### src/rtl/mmw_pkg.sv
`timescale 1ns/1ps
package mmw_pkg;
  typedef enum logic [1:0] {TGT_NONE, TGT_DATA, TGT_REG} mmw_tgt_e;
  typedef enum logic [1:0] {CTL_IDLE, CTL_BUSY, CTL_DONE} mmw_ctl_e;
  typedef enum logic [1:0] {SQ_IDLE, SQ_SETUP, SQ_STROBE, SQ_HOLD} mmw_seq_e;

  // Word sent to the drive for an access
  function automatic logic [15:0] mmw_out_word(input logic wide, input logic [7:0] hi,
                                               input logic [7:0] lo_held);
    return wide ? {hi, lo_held} : {8'h00, hi};
  endfunction
endpackage

### src/rtl/mmw_decode.sv
`timescale 1ns/1ps
module mmw_decode
  import mmw_pkg::*;
#(
  parameter int AW        = 20,
  parameter int WIN_BITS  = 11,
  parameter int DATA_BITS = 9,
  parameter logic [AW-1:0] BASE_ADDR = 20'hC8000
) (
  input  logic [AW-1:0] addr,
  output mmw_tgt_e      tgt,
  output logic          odd,
  output logic          reg_cs1,
  output logic [2:0]    reg_da
);
  localparam int PAGE_BIT = WIN_BITS - 1;

  function automatic mmw_tgt_e classify(input logic [AW-1:0] a);
    if (a[AW-1:WIN_BITS] != BASE_ADDR[AW-1:WIN_BITS]) return TGT_NONE;
    if (a[PAGE_BIT])                                  return TGT_REG;
    if (a[PAGE_BIT-1:DATA_BITS] == '0)                return TGT_DATA;
    return TGT_NONE;
  endfunction

  logic unused_mid_bits;
  assign unused_mid_bits = ^addr[DATA_BITS-1:4];

  assign tgt     = classify(addr);
  assign odd     = addr[0];
  assign reg_cs1 = addr[3];
  assign reg_da  = addr[2:0];
endmodule

### src/rtl/mmw_strobe_seq.sv
`timescale 1ns/1ps
module mmw_strobe_seq
  import mmw_pkg::*;
#(
  parameter int SETUP_CLKS = 2,
  parameter int PULSE_CLKS = 34,
  parameter int HOLD_CLKS  = 2
) (
  input  logic clk,
  input  logic rst_n,
  input  logic start,
  output logic cs_on,
  output logic strobe_on,
  output logic cap,
  output logic fin
);
  localparam int MAXC = (SETUP_CLKS > PULSE_CLKS) ?
                        ((SETUP_CLKS > HOLD_CLKS) ? SETUP_CLKS : HOLD_CLKS) :
                        ((PULSE_CLKS > HOLD_CLKS) ? PULSE_CLKS : HOLD_CLKS);
  localparam int CW = $clog2(MAXC + 1);

  mmw_seq_e      st;
  logic [CW-1:0] cnt;
  logic [CW-1:0] run;
  logic          last;

  assign last      = (cnt == '0);
  assign cs_on     = (st != SQ_IDLE);
  assign strobe_on = (st == SQ_STROBE);
  assign cap       = strobe_on && last;
  assign fin       = (st == SQ_HOLD) && last;

  always_ff @(posedge clk or negedge rst_n) begin
    if (!rst_n) begin
      st  <= SQ_IDLE;
      cnt <= '0;
    end else begin
      case (st)
        SQ_IDLE:   if (start) begin st <= SQ_SETUP; cnt <= CW'(SETUP_CLKS - 1); end
        SQ_SETUP:  if (last) begin st <= SQ_STROBE; cnt <= CW'(PULSE_CLKS - 1); end
                   else cnt <= cnt - 1'b1;
        SQ_STROBE: if (last) begin st <= SQ_HOLD; cnt <= CW'(HOLD_CLKS - 1); end
                   else cnt <= cnt - 1'b1;
        default:   if (last) st <= SQ_IDLE;
                   else cnt <= cnt - 1'b1;
      endcase
    end
  end

  // strobe length observer for the checks below
  always_ff @(posedge clk or negedge rst_n) begin
    if (!rst_n) run <= '0;
    else if (strobe_on) run <= run + 1'b1;
    else run <= '0;
  end

  assert_pulse_len_R9: assert property (@(posedge clk) disable iff (!rst_n)
    (!strobe_on && run != '0) |-> (run == CW'(PULSE_CLKS)));
  assert_no_restart_R10: assert property (@(posedge clk) disable iff (!rst_n)
    (cs_on && start) |-> 1'b0);
endmodule

### src/rtl/mmw_lanes.sv
`timescale 1ns/1ps
module mmw_lanes
  import mmw_pkg::*;
(
  input  logic        clk,
  input  logic        rst_n,
  input  logic [7:0]  wdata,
  input  logic        ld_lo,
  input  logic        ld_out,
  input  logic        out_wide,
  input  logic        cap,
  input  logic        cap_wide,
  input  logic        ret_hi,
  input  logic [15:0] dd_in,
  output logic [15:0] dd_out,
  output logic [7:0]  rdata
);
  logic [7:0] lo_held;
  logic [7:0] hi_held;

  always_ff @(posedge clk or negedge rst_n) begin
    if (!rst_n) begin
      lo_held <= '0;
      hi_held <= '0;
      dd_out  <= '0;
      rdata   <= '0;
    end else begin
      if (ld_lo)  lo_held <= wdata;
      if (ld_out) dd_out  <= mmw_out_word(out_wide, wdata, lo_held);
      if (cap) begin
        rdata <= dd_in[7:0];
        if (cap_wide) hi_held <= dd_in[15:8];
      end
      if (ret_hi) rdata <= hi_held;
    end
  end
endmodule

### src/rtl/mmio_ata_window.sv
`timescale 1ns/1ps
module mmio_ata_window
  import mmw_pkg::*;
#(
  parameter int AW         = 20,
  parameter int WIN_BITS   = 11,
  parameter int DATA_BITS  = 9,
  parameter logic [AW-1:0] BASE_ADDR = 20'hC8000,
  parameter int SETUP_CLKS = 2,
  parameter int PULSE_CLKS = 34,
  parameter int HOLD_CLKS  = 2
) (
  input  logic          clk,
  input  logic          rst_n,
  input  logic [AW-1:0] bus_addr,
  input  logic          bus_rd,
  input  logic          bus_wr,
  input  logic [7:0]    bus_wdata,
  output logic [7:0]    bus_rdata,
  output logic          bus_wait,
  output logic          ata_cs0_n,
  output logic          ata_cs1_n,
  output logic [2:0]    ata_da,
  output logic          ata_dior_n,
  output logic          ata_diow_n,
  output logic [15:0]   ata_dd_out,
  output logic          ata_dd_oe,
  input  logic [15:0]   ata_dd_in
);
  mmw_tgt_e tgt;
  logic     odd, reg_cs1;
  logic [2:0] reg_da;

  mmw_decode #(.AW(AW), .WIN_BITS(WIN_BITS), .DATA_BITS(DATA_BITS), .BASE_ADDR(BASE_ADDR))
    u_dec (.addr(bus_addr), .tgt(tgt), .odd(odd), .reg_cs1(reg_cs1), .reg_da(reg_da));

  // named events
  mmw_ctl_e ctl;
  logic req, hit, accept, need_drive, local_hi, local_lo;
  logic seq_cs, seq_strobe, seq_cap, seq_fin;
  logic cyc_rd, cyc_wide, cyc_cs1;
  logic [2:0] cyc_da;

  assign req        = bus_rd | bus_wr;
  assign hit        = (tgt != TGT_NONE);
  assign accept     = (ctl == CTL_IDLE) && req && hit;
  assign need_drive = (tgt == TGT_REG) || (bus_rd ? !odd : odd);
  assign local_hi   = accept && !need_drive && bus_rd;
  assign local_lo   = accept && !need_drive && !bus_rd;

  always_ff @(posedge clk or negedge rst_n) begin
    if (!rst_n) begin
      ctl      <= CTL_IDLE;
      cyc_rd   <= 1'b0;
      cyc_wide <= 1'b0;
      cyc_cs1  <= 1'b0;
      cyc_da   <= '0;
    end else begin
      case (ctl)
        CTL_IDLE: if (accept) begin
          if (need_drive) begin
            ctl      <= CTL_BUSY;
            cyc_rd   <= bus_rd;
            cyc_wide <= (tgt == TGT_DATA);
            cyc_cs1  <= (tgt == TGT_REG) && reg_cs1;
            cyc_da   <= (tgt == TGT_REG) ? reg_da : 3'd0;
          end else begin
            ctl <= CTL_DONE;
          end
        end
        CTL_BUSY: if (seq_fin) ctl <= CTL_DONE;
        default:  if (!req) ctl <= CTL_IDLE;
      endcase
    end
  end

  mmw_strobe_seq #(.SETUP_CLKS(SETUP_CLKS), .PULSE_CLKS(PULSE_CLKS), .HOLD_CLKS(HOLD_CLKS))
    u_seq (.clk(clk), .rst_n(rst_n), .start(accept && need_drive),
           .cs_on(seq_cs), .strobe_on(seq_strobe), .cap(seq_cap), .fin(seq_fin));

  mmw_lanes u_lanes (
    .clk(clk), .rst_n(rst_n), .wdata(bus_wdata),
    .ld_lo(local_lo), .ld_out(accept && need_drive), .out_wide(tgt == TGT_DATA),
    .cap(seq_cap && cyc_rd), .cap_wide(cyc_wide), .ret_hi(local_hi),
    .dd_in(ata_dd_in), .dd_out(ata_dd_out), .rdata(bus_rdata));

  assign bus_wait   = accept || (ctl == CTL_BUSY);
  assign ata_cs0_n  = !(seq_cs && !cyc_cs1);
  assign ata_cs1_n  = !(seq_cs && cyc_cs1);
  assign ata_da     = cyc_da;
  assign ata_dior_n = !(seq_strobe && cyc_rd);
  assign ata_diow_n = !(seq_strobe && !cyc_rd);
  assign ata_dd_oe  = seq_cs && !cyc_rd;

  assert_one_strobe_R10: assert property (@(posedge clk) disable iff (!rst_n)
    !(!ata_dior_n && !ata_diow_n));
  assert_strobe_selected_R9: assert property (@(posedge clk) disable iff (!rst_n)
    (!ata_dior_n || !ata_diow_n) |-> (ata_cs0_n != ata_cs1_n));
  assert_addr_stable_R9: assert property (@(posedge clk) disable iff (!rst_n)
    (ctl == CTL_BUSY && $past(ctl == CTL_BUSY)) |->
      ($stable(ata_da) && $stable(ata_cs0_n) && $stable(ata_cs1_n)));
  assert_unmapped_ignored_R1: assert property (@(posedge clk) disable iff (!rst_n)
    (ctl == CTL_IDLE && req && !hit) |=> (ata_cs0_n && ata_cs1_n));
  assert_odd_read_local_R6: assert property (@(posedge clk) disable iff (!rst_n)
    (ctl == CTL_IDLE && bus_rd && tgt == TGT_DATA && odd) |=>
      (ata_cs0_n && ata_cs1_n && !bus_wait));
endmodule

### config.mk
export PLATFORM = sky130hd
export DESIGN_NAME = mmio_ata_window
export DESIGN_NICKNAME = d
export VERILOG_FILES = /design/src/rtl/mmw_pkg.sv /design/src/rtl/mmw_decode.sv /design/src/rtl/mmw_strobe_seq.sv /design/src/rtl/mmw_lanes.sv /design/src/rtl/mmio_ata_window.sv
export SDC_FILE = /design/constraint.sdc
export NUM_CORES = 1
export LEC_CHECK = 0
export BUFFER_PORTS_ARGS = -buffer_cell sky130_fd_sc_hd__buf_2
export CAP_MARGIN = 20
export CORE_ASPECT_RATIO = 0.75
export CORE_UTILIZATION = 52
export DETAILED_ROUTE_END_ITERATION = 16
export PLACE_DENSITY = 0.9
export SLEW_MARGIN = 10
export SYNTH_ARGS = -nofsm -noshare
export SYNTH_HDL_FRONTEND = slang
export SYNTH_SLANG_ARGS = --single-unit
### constraint.sdc
create_clock -name clk -period 3 [get_ports clk]
set_input_delay 0 -clock clk [delete_from_list [all_inputs] [get_ports clk]]
set_output_delay 0 -clock clk [all_outputs]
set_load 0.01 [all_outputs]
==> results.py <==
metrics = {
    "outcome": {
        "status": "finished clean",
    },
    "logic_synthesis": {
        "synth_cell_types": 46,
        "synth_edf_count": 0,
        "syn_inst": 246,
        "synth_seq_area_share_pct": 50.7,
        "syn_area_sq_mm": 0.00277,
        "synth_area_per_cell_sq_um": 11.2,
        "synthesis.nets": 300,
        "synth_warnings": 0,
        "async_reset_ff_share_pct": 100,
        "synth_ff_type": "dfrtp_1",
        "ys_ff_latch": 56,
    },
    "sta": {
        "hold_viol": 0,
        "slew_headroom_pct": 46.5,
        "worstMarginPinSlew_ps": 803,
        "fin_tns_setup_ps": 0,
        "finalMaxSlewViolations": 0,
        "period_share_pct": 86.2,
        "max_freq_mhz": 387,
        "whs_ps": 6.23,
        "rsz0062_at_grt": "no",
        "period_needed_ps": 2590,
        "skew_ps": 11.6,
        "setup_viol": 0,
    },
    "clocking": {
        "cts_tree": "yes",
        "path_clk_slew_ps": 100,
        "cts_buffers": 5,
        "clockRootBuffer": "clkbuf_8",
        "clkLatencyLatePin_ps": 330,
        "numClockSinks": 56,
        "clk_path_buf_depth": 2,
        "htree_levels": 2,
        "cts_resized": 0,
    },
    "finish": {
        "nets": 403,
        "area_growth_pct": 30.6,
        "layout-drive-gt1-share_pct": 31.1,
        "diodes": 0,
    },
    "critical_path": {
        "critPathLaunchType": "flop",
        "r2r_start": "u_seq.cnt[0]$_DFFE_PN0P_",
        "r2r_end": "u_lanes.hi_held[3]$_DFFE_PN0P_",
        "setup.worst_path.end_class": "flop",
        "criticalPathCategory": "reg -> reg",
        "crit_required_ps": 3210,
        "reg2reg_slack_ps": 410,
        "arrival_ps": 2800,
        "rr_worst_depth": 7,
        "crit_fanout": 9,
    },
    "worst_hold_path": {
        "whs_path_depth": 3,
        "whs_endpoint": "u_lanes.rdata[5]$_DFFE_PN0P_",
        "min-delay-start": "ata_dd_in[5]",
        "hold_class": "in -> reg",
    },
    "grt": {
        "grt_use_total_pct": 27.4,
        "grt_pass1_vias": 2341,
        "grt-ovfl-total": 0,
        "grt_first_pass_wirelength_um": 11500,
        "antenna_found_initial": 0,
        "grt_max_degree": 42,
    },
    "detailed_routing": {
        "drtPass1Iterations": 4,
        "via_per_inst": 5.66,
        "wire_per_inst_um": 17.0,
        "vias": 2389,
        "drtIter0Drc": 162,
        "drt_wl_total_um": 7180,
        "ant_nets": 0,
        "drc": 0,
    },
    "pwr": {
        "finalPower_uw": 1410,
        "leakagePower_uw": 0.00187,
        "peakVddDrop_uv": 321,
        "powerDensity_mw_per_mm2": 391,
    },
    "die": {
        "boundaryPins": 81,
        "start_util_pct": 55.2,
        "die_w_um": 86.2,
        "core_sq_mm": 0.00501,
        "dieArea_sq_mm": 0.00562,
        "die_h_um": 65.2,
        "fp-row-count": 22,
    },
    "place": {
        "io_buffers": 75,
        "dpl.hpwl_um": 4290,
        "gp_congestion": 0.880,
    },
    "run": {
        "drv_cap": 0,
    },
}
## worst max-delay path, cell delays in order (launching register included)
cell and delay (ps):
dfrtp_1 430, inv_1 130, ha_1 220, or3b_1 400, or3_1 510, nor2_8 320, nand2_8 130, mux2_4 320
## cells in the mapped netlist (2+ instances only)
cell type / count / area (sq um)
a211oi_1: 2 / 15.0
a21oi_1: 13 / 65.1
a22o_1: 12 / 105
a22oi_1: 2 / 15.0
and2_1: 3 / 18.8
clkbuf_1: 9 / 33.8
dfrtp_1: 56 / 1400
ha_1: 6 / 75.1
inv_1: 8 / 30.0
mux2_2: 12 / 135
mux2_4: 8 / 120
mux2i_1: 18 / 180
nand2_1: 13 / 48.8
nand2b_1: 2 / 12.5
nand4_1: 2 / 12.5
nor2_1: 23 / 86.3
nor2b_1: 2 / 12.5
nor3_1: 4 / 20.0
o211ai_1: 3 / 22.5
o21ai_0: 15 / 75.1
o2bb2ai_1: 2 / 17.5
o31ai_1: 3 / 22.5
o32ai_1: 2 / 17.5
or2_2: 2 / 12.5
or3_1: 2 / 12.5
or4_1: 2 / 15.0
## cell families (layout without fill, tap and decap cells)
group	Yosys count	count (layout)	share of synthesized area [%]
AOI/OAI and AO/OA	61	61	14.9
muxes	38	38	15.7
DFF	56	56	50.7
adders and majority gates	6	6	2.71
and+or+nand+nor	65	65	12.8
xor gates and xnor gates	1	1	0.317
buffers and inverters	19	123	2.90
## through the flow
step | cell area [sq um] | setup WS [ps] | util, % | cells
after floorplan | 2770 | 756 | - | 246
after global placement | 3200 | 544 | 63.8 | 384
after detailed placement | 3200 | 468 | 63.8 | 384
after CTS | 3610 | 453 | 72.1 | 422
after global routing | 3610 | 280 | 72.1 | 422
final | 3610 | 414 | 72.1 | 422
## layout make-up
| type | instances | area, sq um |
|---|---|---|
| clock buffers | 5 | 68.8 |
| inverters | 8 | 30.0 |
| repair buffers | 107 | 691 |
| well taps | 72 | 90.1 |
| multi-input cells | 171 | 1280 |
| flip-flops and latches | 56 | 1400 |
| fillers | 328 | 1400 |
| clock inverters | 3 | 46.3 |
## power breakdown
part           leakage, uW  switching (uW)  internal [uW]
registers         0.000738            8.89            766
logic              0.00108            53.3           67.4
clock network    0.0000548             263            252
total              0.00187             325           1090
## worst max path at each step
stage | startpoint | end
global route | u_seq.cnt[0]$_DFFE_PN0P_ | u_lanes.hi_held[3]$_DFFE_PN0P_
global placement | u_seq.cnt[0]$_DFFE_PN0P_ | u_lanes.hi_held[6]$_DFFE_PN0P_
CTS | u_seq.cnt[0]$_DFFE_PN0P_ | u_lanes.hi_held[3]$_DFFE_PN0P_
floorplan | u_seq.cnt[0]$_DFFE_PN0P_ | u_lanes.hi_held[0]$_DFFE_PN0P_
detailed placement | u_seq.cnt[0]$_DFFE_PN0P_ | u_lanes.hi_held[3]$_DFFE_PN0P_
finish | u_seq.cnt[0]$_DFFE_PN0P_ | u_lanes.hi_held[3]$_DFFE_PN0P_
## cells in the final DEF, fill, tap and decap left out, drive strengths merged, types with 2 or more instances in the layout
cell | netlist | routed
buf | 2 | 77
dfrtp | 56 | 56
dlygate4sd3 | 0 | 30
nor2 | 24 | 24
mux2 | 20 | 20
mux2i | 18 | 18
o21ai | 15 | 15
nand2 | 14 | 14
a21oi | 13 | 13
a22o | 12 | 12
inv | 8 | 9
ha | 6 | 6
clkbuf | 9 | 5
nor3 | 4 | 4
and2 | 4 | 4
o211ai | 3 | 3
o31ai | 3 | 3
nand2b | 2 | 2
or2 | 2 | 2
nor2b | 2 | 2
nand4 | 2 | 2
or3 | 2 | 2
a211oi | 2 | 2
a22oi | 2 | 2
or4 | 2 | 2
o32ai | 2 | 2
o2bb2ai | 2 | 2
## registers in the layout, indices dropped and copies added, names as in the netlist, 2 cells and up
signal	flops
ata_da	3
ctl	2
u_lanes.dd_out	16
u_lanes.hi_held	8
u_lanes.lo_held	8
u_lanes.rdata	8
u_seq.cnt	6
u_seq.st	2
## layer usage
layer	GRT usage [%]	vias up	wire, um
met3	5.53	16	448
met4	12.3	0	161
met5	0	-	0
met2	43.7	92	3590
met1	36.7	1185	2990
li1	-	1096	-
## repair_timing
action	4_1_cts	5_1_grt
setup buffers	0	0
hold endpoints to repair	73	0
hold buffers	30	0
No activity file was read; power rests on OpenSTA's default activity.
